File: src/rtl/dds_pkg.sv
package dds_pkg;
    typedef enum logic [1:0] {
        GATE_OFF   = 2'd0,
        GATE_ARM   = 2'd1,
        GATE_RUN   = 2'd2,
        GATE_DRAIN = 2'd3
    } gate_state_t;
endpackage

File: src/rtl/dds_step_reg.sv
module dds_step_reg #(
    parameter int STEP_W = 24
) (
    input  logic              clk,
    input  logic              rst_n,
    input  logic              wr,
    input  logic [STEP_W-1:0] wr_data,
    output logic [STEP_W-1:0] step
);
    always_ff @(posedge clk or negedge rst_n) begin
        if (!rst_n)  step <= '0;
        else if (wr) step <= wr_data;
    end

    AST_STEP_LOAD: assert property (@(posedge clk) disable iff (!rst_n)
        wr |=> step == $past(wr_data));
    AST_STEP_HOLD: assert property (@(posedge clk) disable iff (!rst_n)
        !wr |=> $stable(step));
endmodule

File: src/rtl/dds_phase_acc.sv
module dds_phase_acc #(
    parameter int ACC_W = 24
) (
    input  logic             clk,
    input  logic             rst_n,
    input  logic             clr,
    input  logic [ACC_W-1:0] step,
    output logic [ACC_W-1:0] phase,
    output logic             phase_msb
);
    localparam int MSB = ACC_W - 1;

    logic [ACC_W-1:0] phase_nxt;

    always_comb begin
        phase_nxt = phase + step;
        if (clr) phase_nxt = '0;
    end

    always_ff @(posedge clk or negedge rst_n) begin
        if (!rst_n) phase <= '0;
        else        phase <= phase_nxt;
    end

    assign phase_msb = phase[MSB];

    AST_CLR_ZERO: assert property (@(posedge clk) disable iff (!rst_n)
        clr |=> phase == '0);
    AST_ZERO_STEP_HOLD: assert property (@(posedge clk) disable iff (!rst_n)
        (!clr && step == '0) |=> $stable(phase));
endmodule

File: src/rtl/dds_out_stage.sv
module dds_out_stage
    import dds_pkg::*;
(
    input  logic clk,
    input  logic rst_n,
    input  logic msb,
    input  logic gate_en,
    output logic wave_main,
    output logic wave_inv,
    output logic wave_gated
);
    gate_state_t state_q, state_d;

    always_comb begin
        state_d = state_q;
        unique case (state_q)
            GATE_OFF:   if (gate_en)   state_d = msb ? GATE_ARM : GATE_RUN;
            GATE_ARM:   if (!gate_en)  state_d = GATE_OFF;
                        else if (!msb) state_d = GATE_RUN;
            GATE_RUN:   if (!gate_en)  state_d = msb ? GATE_DRAIN : GATE_OFF;
            GATE_DRAIN: if (gate_en)   state_d = GATE_RUN;
                        else if (!msb) state_d = GATE_OFF;
            default:                   state_d = GATE_OFF;
        endcase
    end

    always_ff @(posedge clk or negedge rst_n) begin
        if (!rst_n) state_q <= GATE_OFF;
        else        state_q <= state_d;
    end

    always_ff @(posedge clk or negedge rst_n) begin
        if (!rst_n) begin
            wave_main  <= 1'b0;
            wave_inv   <= 1'b1;
            wave_gated <= 1'b0;
        end else begin
            wave_main  <= msb;
            wave_inv   <= !msb;
            wave_gated <= msb && (state_d == GATE_RUN || state_d == GATE_DRAIN);
        end
    end

    AST_ANTIPHASE: assert property (@(posedge clk) disable iff (!rst_n)
        wave_inv != wave_main);
    AST_GATED_SUBSET: assert property (@(posedge clk) disable iff (!rst_n)
        wave_gated |-> wave_main);
    AST_GATED_OFF_LOW: assert property (@(posedge clk) disable iff (!rst_n)
        (state_q == GATE_OFF || state_q == GATE_ARM) |-> !wave_gated);
    AST_GATED_RISE: assert property (@(posedge clk) disable iff (!rst_n)
        $rose(wave_gated) |-> $rose(wave_main));
    AST_GATED_FALL: assert property (@(posedge clk) disable iff (!rst_n)
        $fell(wave_gated) |-> $fell(wave_main));
endmodule

File: src/rtl/dds_square_gen.sv
module dds_square_gen #(
    parameter int ACC_W = 24
) (
    input  logic             clk,
    input  logic             rst_n,
    input  logic             phase_clr,
    input  logic             step_wr,
    input  logic [ACC_W-1:0] step_data,
    input  logic             gate_en,
    output logic             wave_main,
    output logic             wave_inv,
    output logic             wave_gated
);
    logic [ACC_W-1:0] step;
    logic [ACC_W-1:0] phase;
    logic             msb;

    dds_step_reg #(.STEP_W(ACC_W)) u_step (
        .clk(clk), .rst_n(rst_n), .wr(step_wr), .wr_data(step_data), .step(step)
    );

    dds_phase_acc #(.ACC_W(ACC_W)) u_acc (
        .clk(clk), .rst_n(rst_n), .clr(phase_clr), .step(step),
        .phase(phase), .phase_msb(msb)
    );

    dds_out_stage u_out (
        .clk(clk), .rst_n(rst_n), .msb(msb), .gate_en(gate_en),
        .wave_main(wave_main), .wave_inv(wave_inv), .wave_gated(wave_gated)
    );

    AST_CLR_WITH_WRITE: assert property (@(posedge clk) disable iff (!rst_n)
        (phase_clr && step_wr) |=> (phase == '0 && step == $past(step_data)));
endmodule

File: config.mk
export PLATFORM = sky130hd
export DESIGN_NAME = dds_square_gen
export DESIGN_NICKNAME = d
export VERILOG_FILES = /design/src/rtl/dds_pkg.sv /design/src/rtl/dds_step_reg.sv /design/src/rtl/dds_phase_acc.sv /design/src/rtl/dds_out_stage.sv /design/src/rtl/dds_square_gen.sv
export SDC_FILE = /design/constraint.sdc
export NUM_CORES = 1
export LEC_CHECK = 0
export ABC_AREA = 1
export BUFFER_PORTS_ARGS = -buffer_cell sky130_fd_sc_hd__buf_2
export CORE_AREA = 4 4 95 97
export CTS_BUF_LIST = sky130_fd_sc_hd__clkbuf_16
export DETAILED_ROUTE_END_ITERATION = 12
export DIE_AREA = 0 0 99 101
export PLACE_DENSITY = 0.67
export SLEW_MARGIN = 20
export SYNTH_ARGS = -nofsm -noshare
export SYNTH_HDL_FRONTEND = slang
export SYNTH_SLANG_ARGS = --single-unit
File: constraint.sdc
create_clock -name clk -period 1.69 [get_ports clk]
set_clock_uncertainty 0.1 [all_clocks]
set_input_delay 0.0845 -clock clk [delete_from_list [all_inputs] [get_ports clk]]
set_output_delay 0.0845 -clock clk [all_outputs]
set_load 0.01 [all_outputs]
== Word-level counts from Yosys, hierarchy flattened ==
Index checks and enable logic that the tools add are counted.

* Bits in registers: 53
* Input port bits: 29
* Output and inout bits: 3
* Word-level logic and storage cells: 26

* Add/sub/neg operators: 1
* Equal/unequal tests: 5
* Muxes and demuxes: 10
* Reduce and logical (&&, ||, !) cells: 4

{| class="wikitable"
|+ Operators by type and width
! operator !! number
|-
| $add A24 B24 Y24 || 1
|-
| $mux W24 || 1
|-
| $mux W2 || 8
|-
| $eq A2 B2 Y1 const B || 4
|-
| $pmux W2 S4 || 1
|-
| $eq A2 B1 Y1 const B || 1
|-
| $logic_not A2 Y1 || 1
|-
| $logic_and A1 B1 Y1 || 1
|-
| $logic_not A1 Y1 || 1
|-
| $logic_or A1 B1 Y1 || 1
|}

== Depth between registers and ports, before layout ==
Gate-level depths: netlist (run 1).

* Depth after elaboration: 6
* Gate-level depth with buffers: 12

== Cells and area by module ==
A second synthesis (run 1) with hierarchy kept.

* Cell total of the unflattened synthesis: 523
* Area total of the unflattened synthesis: 3568.4 µm²

{| class="wikitable"
|+ By module, submodules not included
! module !! instances !! cells each !! area each (µm²) !! sequential area each (µm²)
|-
| dds_phase_acc || 1 || 412 || 2473.6 || 600.6
|-
| dds_step_reg || 1 || 102 || 974.7 || 600.6
|-
| dds_out_stage || 1 || 9 || 120.1 || 101.3
|}

== Worst setup path before layout (run 1) ==
Ideal clock, no wire load.

* Path type: reg-to-reg
* Start: register u_step.step[0]
* End: register u_acc.phase[12]
* Setup time: 0.117 ns
* Arrival time: 1.617 ns
* Required time: 1.473 ns
* Slack: -0.144 ns
* Stages on the path, launching flop included: 12
* Path buffers: 0
* Period minus slack after synthesis: 1.834 ns
* Cells stage by stage: dfrtp_1 ha_1 fa_1 nand2_1 nand2_1 and2_4 nand2_1 nand2_2 nand2_1 nand2_1 nor2_1 nor2_1

* Cells in the longest elaborated chain, start to end: 2

{| class="wikitable"
|+ RTL lines
! item !! line !! RTL
|-
| from (decl) || dds_step_reg.sv:8 || <nowiki>output logic [STEP_W-1:0] step</nowiki>
|-
| from (signal assigned) || dds_step_reg.sv:12 || <nowiki>else if (wr) step <= wr_data;</nowiki>
|-
| $add A24 B24 Y24 || dds_phase_acc.sv:16 || <nowiki>phase_nxt = phase + step;</nowiki>
|-
| $mux W24 || dds_phase_acc.sv:17 || <nowiki>if (clr) phase_nxt = '0;</nowiki>
|-
| named net u_acc.phase_nxt[12] || dds_phase_acc.sv:13 || <nowiki>logic [ACC_W-1:0] phase_nxt;</nowiki>
|-
| to (signal assigned) || dds_phase_acc.sv:22 || <nowiki>else phase <= phase_nxt;</nowiki>
|-
| to (decl) || dds_phase_acc.sv:8 || <nowiki>output logic [ACC_W-1:0] phase,</nowiki>
|}

The timed path passes the listed nets, and every way through them passes these cells.
A chain may end at the register's enable or synchronous reset.

== Worst setup path in the final report (run 1) ==
* Start: register u_step.step[9]
* End: register u_acc.phase[18]

Same word-level chain as after synthesis.

==> summary.txt, run 1 <==
Finish
  – Antenna Cells: 0
  – Layout cells sized above 1: 41.4%
  – Fillers: 661
  – Synth-to-Final Area Change: 48.6%
  – Final #Nets: 619
  – Most frequent cells in the layout: nand2_1 (108), inv_1 (85), dfrtp_1 (51), nand2_2 (40), buf_2 (31)
  – Commonest non-fill, non-tap cell in the layout: nand2_1

Timing
  – Minimum clock period: 1860 ps
  – Worst Tran Pin Value: 413 ps
  – Max-slew headroom: 72.4%
  – Final hold viol count: 0
  – Fmax: 0.537 GHz
  – Hold slack: 177 ps
  – RSZ-0062 raised after global routing: yes
  – Final setup violation count: 17
  – Setup TNS: -1540 ps
  – Fin worst setup slack: -173 ps
  – Max-slew violations: 0
  – Tcrit/Tclk final: 110%

Worst hold path
  – Hold Path Sink: u_step.step[6]
  – Hold_sp: step_wr
  – Hold Crit Depth: 2
  – Min-Delay Path Class: input pin to flip-flop

Die
  – Die X: 99 µm
  – Num rows: 33
  – DIE HEIGHT: 101 µm
  – Starting Density: 42.7%
  – DIE AREA: 10000 µm²
  – Top-Level Pins: 32
  – Core area: 8130 µm²

Drt
  – Routed Antenna Nets: 0
  – First-pass detailed-route iteration total: 4
  – Vias per inst: 4.88
  – Drt total wl: 9460 µm
  – DR WL/cell: 14.1 µm
  – Post-route DRC: 0
  – Overall via count from detail_route: 3278
  – Detailed Route Iter0 Violations: 187

Critical path
  – Worst setup path class: flip-flop to flip-flop
  – CP max FO: 5
  – Crit-path cells: ha_4 > nand2_2 > inv_1 > nand2_1 > nand2_1 > inv_1 > nand3_4 > nand2_4 > a21oi_1 > nor2_2
  – Worst r2r src: u_step.step[9]
  – Worst path buffer plus inverter count: 2
  – Worst Reg-to-Reg Cells: 10
  – Critical Path Start Type: flip-flop
  – Slowest CP cell: dfrtp_1
  – CP Capture Type: flip-flop
  – Reg-to-reg slack, setup: -170 ps
  – Arrival @ worst endpoint: 1950 ps
  – Crit-path max cell delay: 410 ps
  – Data required, critical path: 1770 ps
  – Largest delay contributor family on the critical path: simple AND/OR/NAND/NOR gates
  – R2r endpoint: u_acc.phase[18]

Clock network
  – Clk Tree Root Cell: clkbuf_16
  – Worst-Skew Late Latency: 290 ps
  – Clk pin slew, worst setup/hold paths: 70 ps
  – H-tree depth: 2
  – Clk sinks: 52
  – CTS tree: done
  – Clock Path Buffers: 2
  – TritonCTS Buffers: 5

Synthesis
  – Syn Inst Count: 472
  – #FFs+latches synth: 52
  – Multiplexer share of the synthesized area: 7.78%
  – Avg Inst Size Synth: 7.36 µm²
  – Post-Synth Adder-Cell Area: 8.86%
  – Simple-gate share of the synthesized area: 30.3%
  – Compound-Gate Fraction of Synth Area: 4.00%
  – Part of the Yosys area used for sequential elements: 37.5%
  – Synth warn: 0
  – Post-synth cell types: 27
  – Post-Syn Area: 3480 µm²
  – Mapped Nets: 525
  – Post-synthesis xor/xnor area fraction: 1.26%
  – Main combinational cell family by area after synthesis: simple AND/OR/NAND/NOR gates

Placement
  – IO Port Bufs: 31
  – Post-DP HPWL: 6300 µm
  – Gpl congestion: 0.936

Status
  – Status: finished with violations
  – Failing checks: setup timing

Global routing
  – Overflow after GRT: 0
  – First-pass GRT wire length: 15100 µm
  – GRT Total Usage: 18.6%
  – Antenna violations before repair: 0
  – Vias in the first global route: 3318
  – Largest net degree at the start of global routing: 53

Power
  – NetSw: 3520 µW
  – Sequential fraction of design power: 23.7%
  – Switching share of power: 45.2%
  – Maximum VDD drop: 0.852 mV
  – Pint: 4270 µW
  – P_leak: 0.00265 µW
  – Power per cell area: 1510 nW/µm²
  – Combinational share of power: 63.4%
  – Clock power frac: 12.8%

Flow run
  – Max-Cap Viols: 0
==> cells by family (layout without fill, tap and decap cells) <==
| group | Yosys count | after routing |
|---|---|---|
| AOI/OAI and AO/OA | 27 | 27 |
| buffers and inverters | 93 | 188 |
| muxes | 24 | 24 |
| adders and majority gates | 24 | 24 |
| and+or+nand+nor | 247 | 247 |
| DFF | 52 | 52 |
| xor gates and xnor gates | 5 | 5 |
==> sequential cells by signal (all words and copies together) (netlist names) <==
| name | cells |
|---|---|
| u_out.wave_main | 1 |
| u_out.wave_inv | 1 |
| u_step.step | 24 |
| u_acc.phase | 24 |
| u_out.wave_gated | 1 |
| u_out.state_q | 1 |
==> worst max path at each step <==
stage	startpoint	endpoint	slack [ps]	depth (start not counted)
global route	u_step.step[9]	u_acc.phase[14]	-270	10
global placement	u_step.step[10]	u_acc.phase[22]	-150	10
detailed placement	u_step.step[6]	u_acc.phase[11]	-210	9
floorplan	u_step.step[0]	u_acc.phase[12]	-30	11
finish	u_step.step[9]	u_acc.phase[18]	-170	10
CTS	u_step.step[0]	u_acc.phase[12]	-150	12
==> Yosys cell counts (all sizes together) <==
cell type | n | area [µm²]
nor3 | 2 | 10.0
nand4 | 5 | 31.3
or2 | 1 | 6.26
xor2 | 2 | 17.5
fa | 1 | 20.0
dfrtp | 51 | 1280
dfstp | 1 | 26.3
clkbuf | 1 | 3.75
ha | 23 | 288
xnor2 | 3 | 26.3
mux2 | 24 | 270
inv | 89 | 334
buf | 3 | 21.3
nand3 | 22 | 115
a21oi | 22 | 114
nand3b | 1 | 20.0
nor2 | 53 | 231
o21ai | 5 | 25.0
and2 | 2 | 17.5
nand2 | 161 | 622
==> repair_timing <==
| item | in CTS | in global routing |
|---|---|---|
| setup buffers | 4 | 11 |
| hold buffers | 27 | 0 |
| pin swaps | 10 | 47 |
| resized for setup | 59 | 91 |
| setup endpoints to repair | 20 | 19 |
| endpoints found under the hold margin | 82 | 0 |
==> metrics by stage <==
stage                     total power, µW  cells  instance area (µm²)  setup WS (ps)  util [%]
after detailed placement             5030    622                 3910           -212      48.0
after CTS                            6860    661                 4720           -147      58.0
after global routing                 8390    672                 5160           -274      63.5
after global placement               4960    622                 3910           -148      48.0
final                                7790    672                 5160           -173      63.5
after floorplan                      4080    472                 3480          -31.4         -
==> routing by layer <==
layer	vias to the layer above	routed length, µm	track usage (%)
met2	76	4780	33.2
met4	0	190	5.67
li1	1633	-	-
met1	1550	4090	23.4
met3	19	393	2.28
met5	-	0	0
==> layout make-up <==
type / instances / area (µm²) / share of cell area (%)
Clock buffer: 5 / 125 / 2.42
Clock inverter: 3 / 16.3 / 0.315
Inverter: 89 / 334 / 6.47
Multi-Input combinational cell: 327 / 2530 / 49.1
Sequential cell: 52 / 1300 / 25.2
Tap cell: 105 / 131 / 2.54
Timing Repair Buffer: 91 / 721 / 14.0
==> power by group through the flow <==
stage | Combinational (µW) | Clock, µW | Sequential, µW
after global placement | 3240 | 0 | 1730
after CTS | 4020 | 1020 | 1830
after floorplan | 2360 | 0 | 1720
final | 4940 | 999 | 1850
after detailed placement | 3280 | 0 | 1750
after global routing | 5430 | 1080 | 1880
Power figures use the tool's default switching activity.
==> run 2: changes to the inputs <==
--- a/config.mk
+++ b/config.mk
@@ -12,6 +12,7 @@
 export DETAILED_ROUTE_END_ITERATION = 12
 export DIE_AREA = 0 0 99 101
 export PLACE_DENSITY = 0.67
+export SETUP_SLACK_MARGIN = 0.2
 export SLEW_MARGIN = 20
 export SYNTH_ARGS = -nofsm -noshare
 export SYNTH_HDL_FRONTEND = slang
==> summary.txt, run 2 (synthesis gave the netlist of run 1 again) <==
Clock network
  – Worst-Skew Late Latency: 290 ps (about the same)
  – H-tree depth: 2 (unchanged)
  – Clock Path Buffers: 2 (unchanged)
  – TritonCTS Buffers: 5 (unchanged)
  – Clk sinks: 52 (unchanged)
  – Clk Tree Root Cell: clkbuf_16
  – Clk pin slew, worst setup/hold paths: 70 ps (about the same)
  – CTS tree: done

Flow run
  – Max-Cap Viols: 0 (unchanged)

Power
  – Power per cell area: 1480 nW/µm² (-2.0%)
  – Overall Power: 7370 µW (-5.3%)
  – Maximum VDD drop: 0.806 mV (-5.4%)
  – P_leak: 0.00258 µW (-2.6%)

Critical path
  – Worst Setup SP: u_step.step[0]
  – Crit-path max cell delay: 380 ps (-30 ps)
  – CP Capture Type: flip-flop
  – Crit path top cell by count: nand2_2
  – Worst setup path class: flip-flop to flip-flop
  – Slowest CP cell: dfrtp_1
  – Crit-path cells: ha_2 > fa_2 > nand2_2 > nand2_2 > and2_4 > buf_4 > buf_6 > xnor2_2 > nor2_1
  – Arrival @ worst endpoint: 1940 ps (about the same)
  – CP max FO: 3 (-2)
  – Worst r2r src: u_step.step[0]
  – Critical Path Start Type: flip-flop
  – Data required, critical path: 1810 ps (+40 ps)

Die
  – DIE AREA: 10000 µm² (unchanged)
  – Top-Level Pins: 32 (unchanged)
  – Num rows: 33 (unchanged)
  – Starting Density: 42.7% (unchanged)
  – Die X: 99 µm (unchanged)
  – Core area: 8130 µm² (unchanged)
  – DIE HEIGHT: 101 µm (unchanged)

Drt
  – Max layer used: met4
  – Vias per inst: 4.83 (-1.0%)
  – Post-route DRC: 0 (unchanged)
  – Routed wl met3: 375 µm (-4.6%)
  – DR WL/cell: 12.7 µm (-9.9%)
  – Met2 Wirelength: 4210 µm (-12%)
  – Overall via count from detail_route: 3215 (-1.9%)
  – M1 WL: 3700 µm (-9.7%)
  – Routed Antenna Nets: 0 (unchanged)
  – First-pass detailed-route iteration total: 4 (unchanged)
  – Drt total wl: 8450 µm (-11%)
  – Detailed Route Iter0 Violations: 119 (-36%)

Timing
  – Fin worst setup slack: -131 ps (+42.2 ps)
  – Final hold viol count: 0 (unchanged)
  – Tcrit/Tclk final: 108% (-2.5 points)
  – Hold slack: 173 ps (-4.22 ps)
  – Minimum clock period: 1820 ps (-42.2 ps)
  – Setup TNS: -637 ps (+901 ps)
  – RSZ-0062 raised after global routing: yes
  – Max-slew violations: 0 (unchanged)
  – Fmax: 0.549 GHz (+2.3%)
  – Worst Tran Pin Value: 374 ps (-38.9 ps)
  – Max-slew headroom: 75.0% (+2.6 points)
  – Final setup violation count: 12 (-5)

Placement
  – Gpl congestion: 0.891 (-4.8%)
  – Post-DP HPWL: 6160 µm (-2.2%)
  – Pre-CTS WS: -94.0 ps (+118 ps)
  – IO Port Bufs: 31 (unchanged)

Finish
  – Synth-to-Final Area Change: 43.7%
  – Commonest non-fill, non-tap cell in the layout: nand2_1
  – Antenna Cells: 0 (unchanged)
  – Most frequent cells in the layout: nand2_1 (116), inv_1 (86), dfrtp_1 (50), nor2_1 (38), nand2_2 (33)
  – Top Registers: u_acc.phase: 24 flops, u_step.step: 24 flops
  – Layout cells sized above 1: 36.7% (-4.7 points)
  – Final #Nets: 613 (-0.97%)
  – Utilization after layout: 61.4% (-2.1 points)
  – Fillers: 715 (+8.2%)

Worst hold path
  – Min-Delay Path Class: input pin to flip-flop
  – Hold_sp: step_wr

Global routing
  – Antenna violations before repair: 0 (unchanged)
  – Overflow after GRT: 0 (unchanged)
  – First-pass GRT wire length: 14100 µm (-6.7%)
  – Largest net degree at the start of global routing: 53 (unchanged)
  – GRT Total Usage: 17.3% (-1.3 points)
  – Vias in the first global route: 3168 (-4.5%)

Status
  – Failing checks: setup timing
  – Status: finished with violations
## run 2: cell types whose count changed in the layout (fill, tap and decap cells not counted), sizes merged
cell / delta
buf: -6
clkinvlp: -1
inv: +1
## run 2: cell type report
class                      count  area [µm²]  area share [%]
sequential                    52        1300            26.1
timing repair buffer          85         672            13.5
tap                          105         131            2.63
clock inverter                 3        11.3           0.225
inverter                      89         334            6.69
clock buffer                   5         125            2.51
multi-input combinational    327        2420            48.4
## run 2: through the flow
| stage | cells | cell area [µm²] |
|---|---|---|
| after global routing | 666 | 4990 |
| final | 666 | 4990 |
| after floorplan | 472 | 3760 |
| after CTS | 657 | 4750 |
| after detailed placement | 619 | 4160 |
| after global placement | 619 | 4160 |
## run 2: routing by layer
layer | vias to the layer above | GRT usage (%)
met5 | - | 0
met4 | 0 | 4.41
met3 | 15 | 2.70
met2 | 66 | 30.2
met1 | 1505 | 22.2
li1 | 1629 | -
## run 2: path summary, 6_finish.rpt
| kind | endpoint | slack, ps | cells past startpoint |
|---|---|---|---|
| worst max-delay path | u_acc.phase[4] | -130 | 9 |
| worst min-delay path | u_step.step[21] | 170 | 2 |
| worst max register to register | u_acc.phase[4] | -130 | 9 |
| worst min register to register | u_out.wave_main | 350 | 0 |
| max in group asynchronous | u_out.wave_inv | 990 | 3 |
| min in group asynchronous | u_acc.phase[17] | 220 | 3 |
## run 2: repair_timing
item,CTS,global route
setup endpoints to repair,21,21
resized for setup,35,53
hold endpoints to repair,81,0
pin swaps,15,30
buffers inserted,3,9
hold buffers,27,0
## run 2: power breakdown
group	switching, µW	total, µW	internal (µW)
sequential	255	1840	1590
combinational	2520	4560	2040
clock	435	970	534
## run 2: worst max-delay path: cells and delay by family, from the launching register on
| kind | cells | cell delay [ps] |
|---|---|---|
| DFF | 1 | 380 |
| xor gates and xnor gates | 1 | 110 |
| adders and majority gates | 2 | 520 |
| buffers and inverters | 2 | 240 |
| and+or+nand+nor | 4 | 400 |
==> run 3: changes to the inputs <==
--- a/config.mk
+++ b/config.mk
@@ -8,7 +8,6 @@
 export ABC_AREA = 1
 export BUFFER_PORTS_ARGS = -buffer_cell sky130_fd_sc_hd__buf_2
 export CORE_AREA = 4 4 95 97
-export CTS_BUF_LIST = sky130_fd_sc_hd__clkbuf_16
 export DETAILED_ROUTE_END_ITERATION = 12
 export DIE_AREA = 0 0 99 101
 export PLACE_DENSITY = 0.67
==> summary.txt, run 3 (synthesis gave the netlist of run 1 again) <==
Global routing
  – First-pass GRT wire length: 14500 µm (+2.6%)
  – Largest net degree at the start of global routing: 53 (unchanged)
  – Antenna violations before repair: 0 (unchanged)
  – Vias in the first global route: 3281 (+3.6%)
  – GRT Total Usage: 17.8% (+0.55 points)
  – Overflow after GRT: 0 (unchanged)

Clock network
  – Clk Tree Root Cell: clkbuf_8
  – Clock Path Buffers: 2 (unchanged)
  – CTS tree: done
  – Clk sinks: 52 (unchanged)
  – H-tree depth: 2 (unchanged)
  – Clk pin slew, worst setup/hold paths: 100 ps (+30 ps)
  – Worst-Skew Late Latency: 310 ps (+20 ps)
  – TritonCTS Buffers: 5 (unchanged)

Placement
  – IO Port Bufs: 31 (unchanged)
  – Post-DP HPWL: 6160 µm (unchanged)
  – Pre-CTS WS: -94.0 ps (unchanged)
  – Placed cell area: 4160 µm² (unchanged)
  – Gpl congestion: 0.891 (unchanged)

Critical path
  – Arrival @ worst endpoint: 1930 ps (about the same)
  – Data required, critical path: 1830 ps (+20 ps)
  – CP Capture Type: flip-flop
  – Critical Path Start Type: flip-flop
  – Worst setup path class: flip-flop to flip-flop
  – CP max FO: 3 (unchanged)

Finish
  – Layout cells sized above 1: 39.0% (+2.3 points)
  – Antenna Cells: 0 (unchanged)
  – Fillers: 709 (-0.84%)
  – Design Area, Final: 5030 µm² (+0.65%)
  – Commonest non-fill, non-tap cell in the layout: nand2_1
  – Utilization after layout: 61.8% (+0.40 points)
  – Most frequent cells in the layout: nand2_1 (111), inv_1 (82), dfrtp_1 (51), nand2_2 (38), nor2_1 (34)
  – Top Registers: u_acc.phase: 24 flops, u_step.step: 24 flops
  – Final #Nets: 613 (unchanged)
  – Synth-to-Final Area Change: 44.6%

Drt
  – Post-route DRC: 0 (unchanged)
  – First-pass detailed-route iteration total: 4 (unchanged)
  – Vias per inst: 4.88 (+1.1%)
  – Drt total wl: 8680 µm (+2.8%)
  – Detailed Route Iter0 Violations: 149 (+25%)
  – DR WL/cell: 13.0 µm (+2.8%)
  – Routed Antenna Nets: 0 (unchanged)
  – Overall via count from detail_route: 3249 (+1.1%)

Die
  – Core area: 8130 µm² (unchanged)
  – Die X: 99 µm (unchanged)
  – DIE HEIGHT: 101 µm (unchanged)
  – Num rows: 33 (unchanged)
  – Top-Level Pins: 32 (unchanged)
  – DIE AREA: 10000 µm² (unchanged)
  – Starting Density: 42.7% (unchanged)

Timing
  – Final setup violation count: 15 (+3)
  – Fin worst setup slack: -101 ps (+30.2 ps)
  – Fmax: 0.558 GHz (+1.7%)
  – RSZ-0062 raised after global routing: yes
  – Hold slack: 151 ps (-21.4 ps)
  – Tcrit/Tclk final: 106% (-1.8 points)
  – Max-slew headroom: 74.3% (-0.77 points)
  – Worst Tran Pin Value: 385 ps (+11.5 ps)
  – Minimum clock period: 1790 ps (-30.2 ps)
  – Final hold viol count: 0 (unchanged)
  – Max-slew violations: 0 (unchanged)
  – Setup TNS: -630 ps (+7.51 ps)

Power
  – Maximum VDD drop: 0.782 mV (-2.9%)
  – Power per cell area: 1460 nW/µm² (-1.3%)
  – P_leak: 0.00256 µW (-0.87%)

Flow run
  – Max-Cap Viols: 0 (unchanged)

Status
  – Status: finished with violations
  – Failing checks: setup timing

Worst hold path
  – Min-Delay Path Class: input pin to flip-flop
run 3: final cells by class:
class / count / area (µm²) / share of cell area [%]
inverter: 89 / 334 / 6.65
clock buffer: 8 / 90.1 / 1.79
multi-input combinational: 327 / 2500 / 49.8
sequential: 52 / 1300 / 25.9
timing repair buffer: 85 / 668 / 13.3
tap: 105 / 131 / 2.61
run 3: final timing paths:
path                                 start               to  slack, ps  cells after the start
max                         u_step.step[0]  u_acc.phase[12]       -100                     12
min                                step_wr  u_step.step[21]        150                      2
max reg2reg                 u_step.step[0]  u_acc.phase[12]       -100                     12
min reg2reg                u_acc.phase[23]  u_out.wave_main        360                      0
max in group asynchronous            rst_n   u_out.wave_inv       1010                      3
min in group asynchronous            rst_n  u_acc.phase[17]        200                      3
run 3: per-layer routing:
| metal | part of all wire (%) | wire length (µm) | track usage (%) | up-vias |
|---|---|---|---|---|
| met5 | 0 | 0 | 0 | - |
| met4 | 2.1 | 183 | 5.15 | 0 |
| met3 | 3.1 | 270 | 3.60 | 19 |
| met2 | 49 | 4300 | 31.3 | 62 |
| met1 | 45 | 3930 | 22.1 | 1543 |
| li1 | - | - | - | 1625 |
run 3: critical path, stage by stage, from the launching register on:
cell	delay (ps)
dfrtp_1	390
ha_2	180
fa_2	340
nand2_2	80
nand2_2	60
and2_4	160
nand2_4	60
nand2_4	60
nand2_2	60
nand2_2	60
nand2_1	60
nand2_1	40
nor2_1	90
run 3: what timing repair did:
action	in CTS	in global routing
setup buffers	6	6
endpoints found under the hold margin	83	0
setup endpoints to repair	21	21
hold buffers	27	0
pin swaps	29	19
resized for setup	69	36
run 3: through the flow:
step / power (µW) / cells
2_1_floorplan: 4560 / 472
3_3_place_gp: 5430 / 619
3_5_place_dp: 5500 / 619
4_1_cts: 6930 / 660
5_1_grt: 7910 / 666
6_report: 7320 / 666
run 3: power by group:
| group | leakage [µW] | total (µW) | switching (µW) | internal [µW] |
|---|---|---|---|---|
| Clock | 0.0000455 | 752 | 416 | 336 |
| Sequential | 0.000637 | 1840 | 260 | 1580 |
| Combinational | 0.00188 | 4730 | 2660 | 2070 |
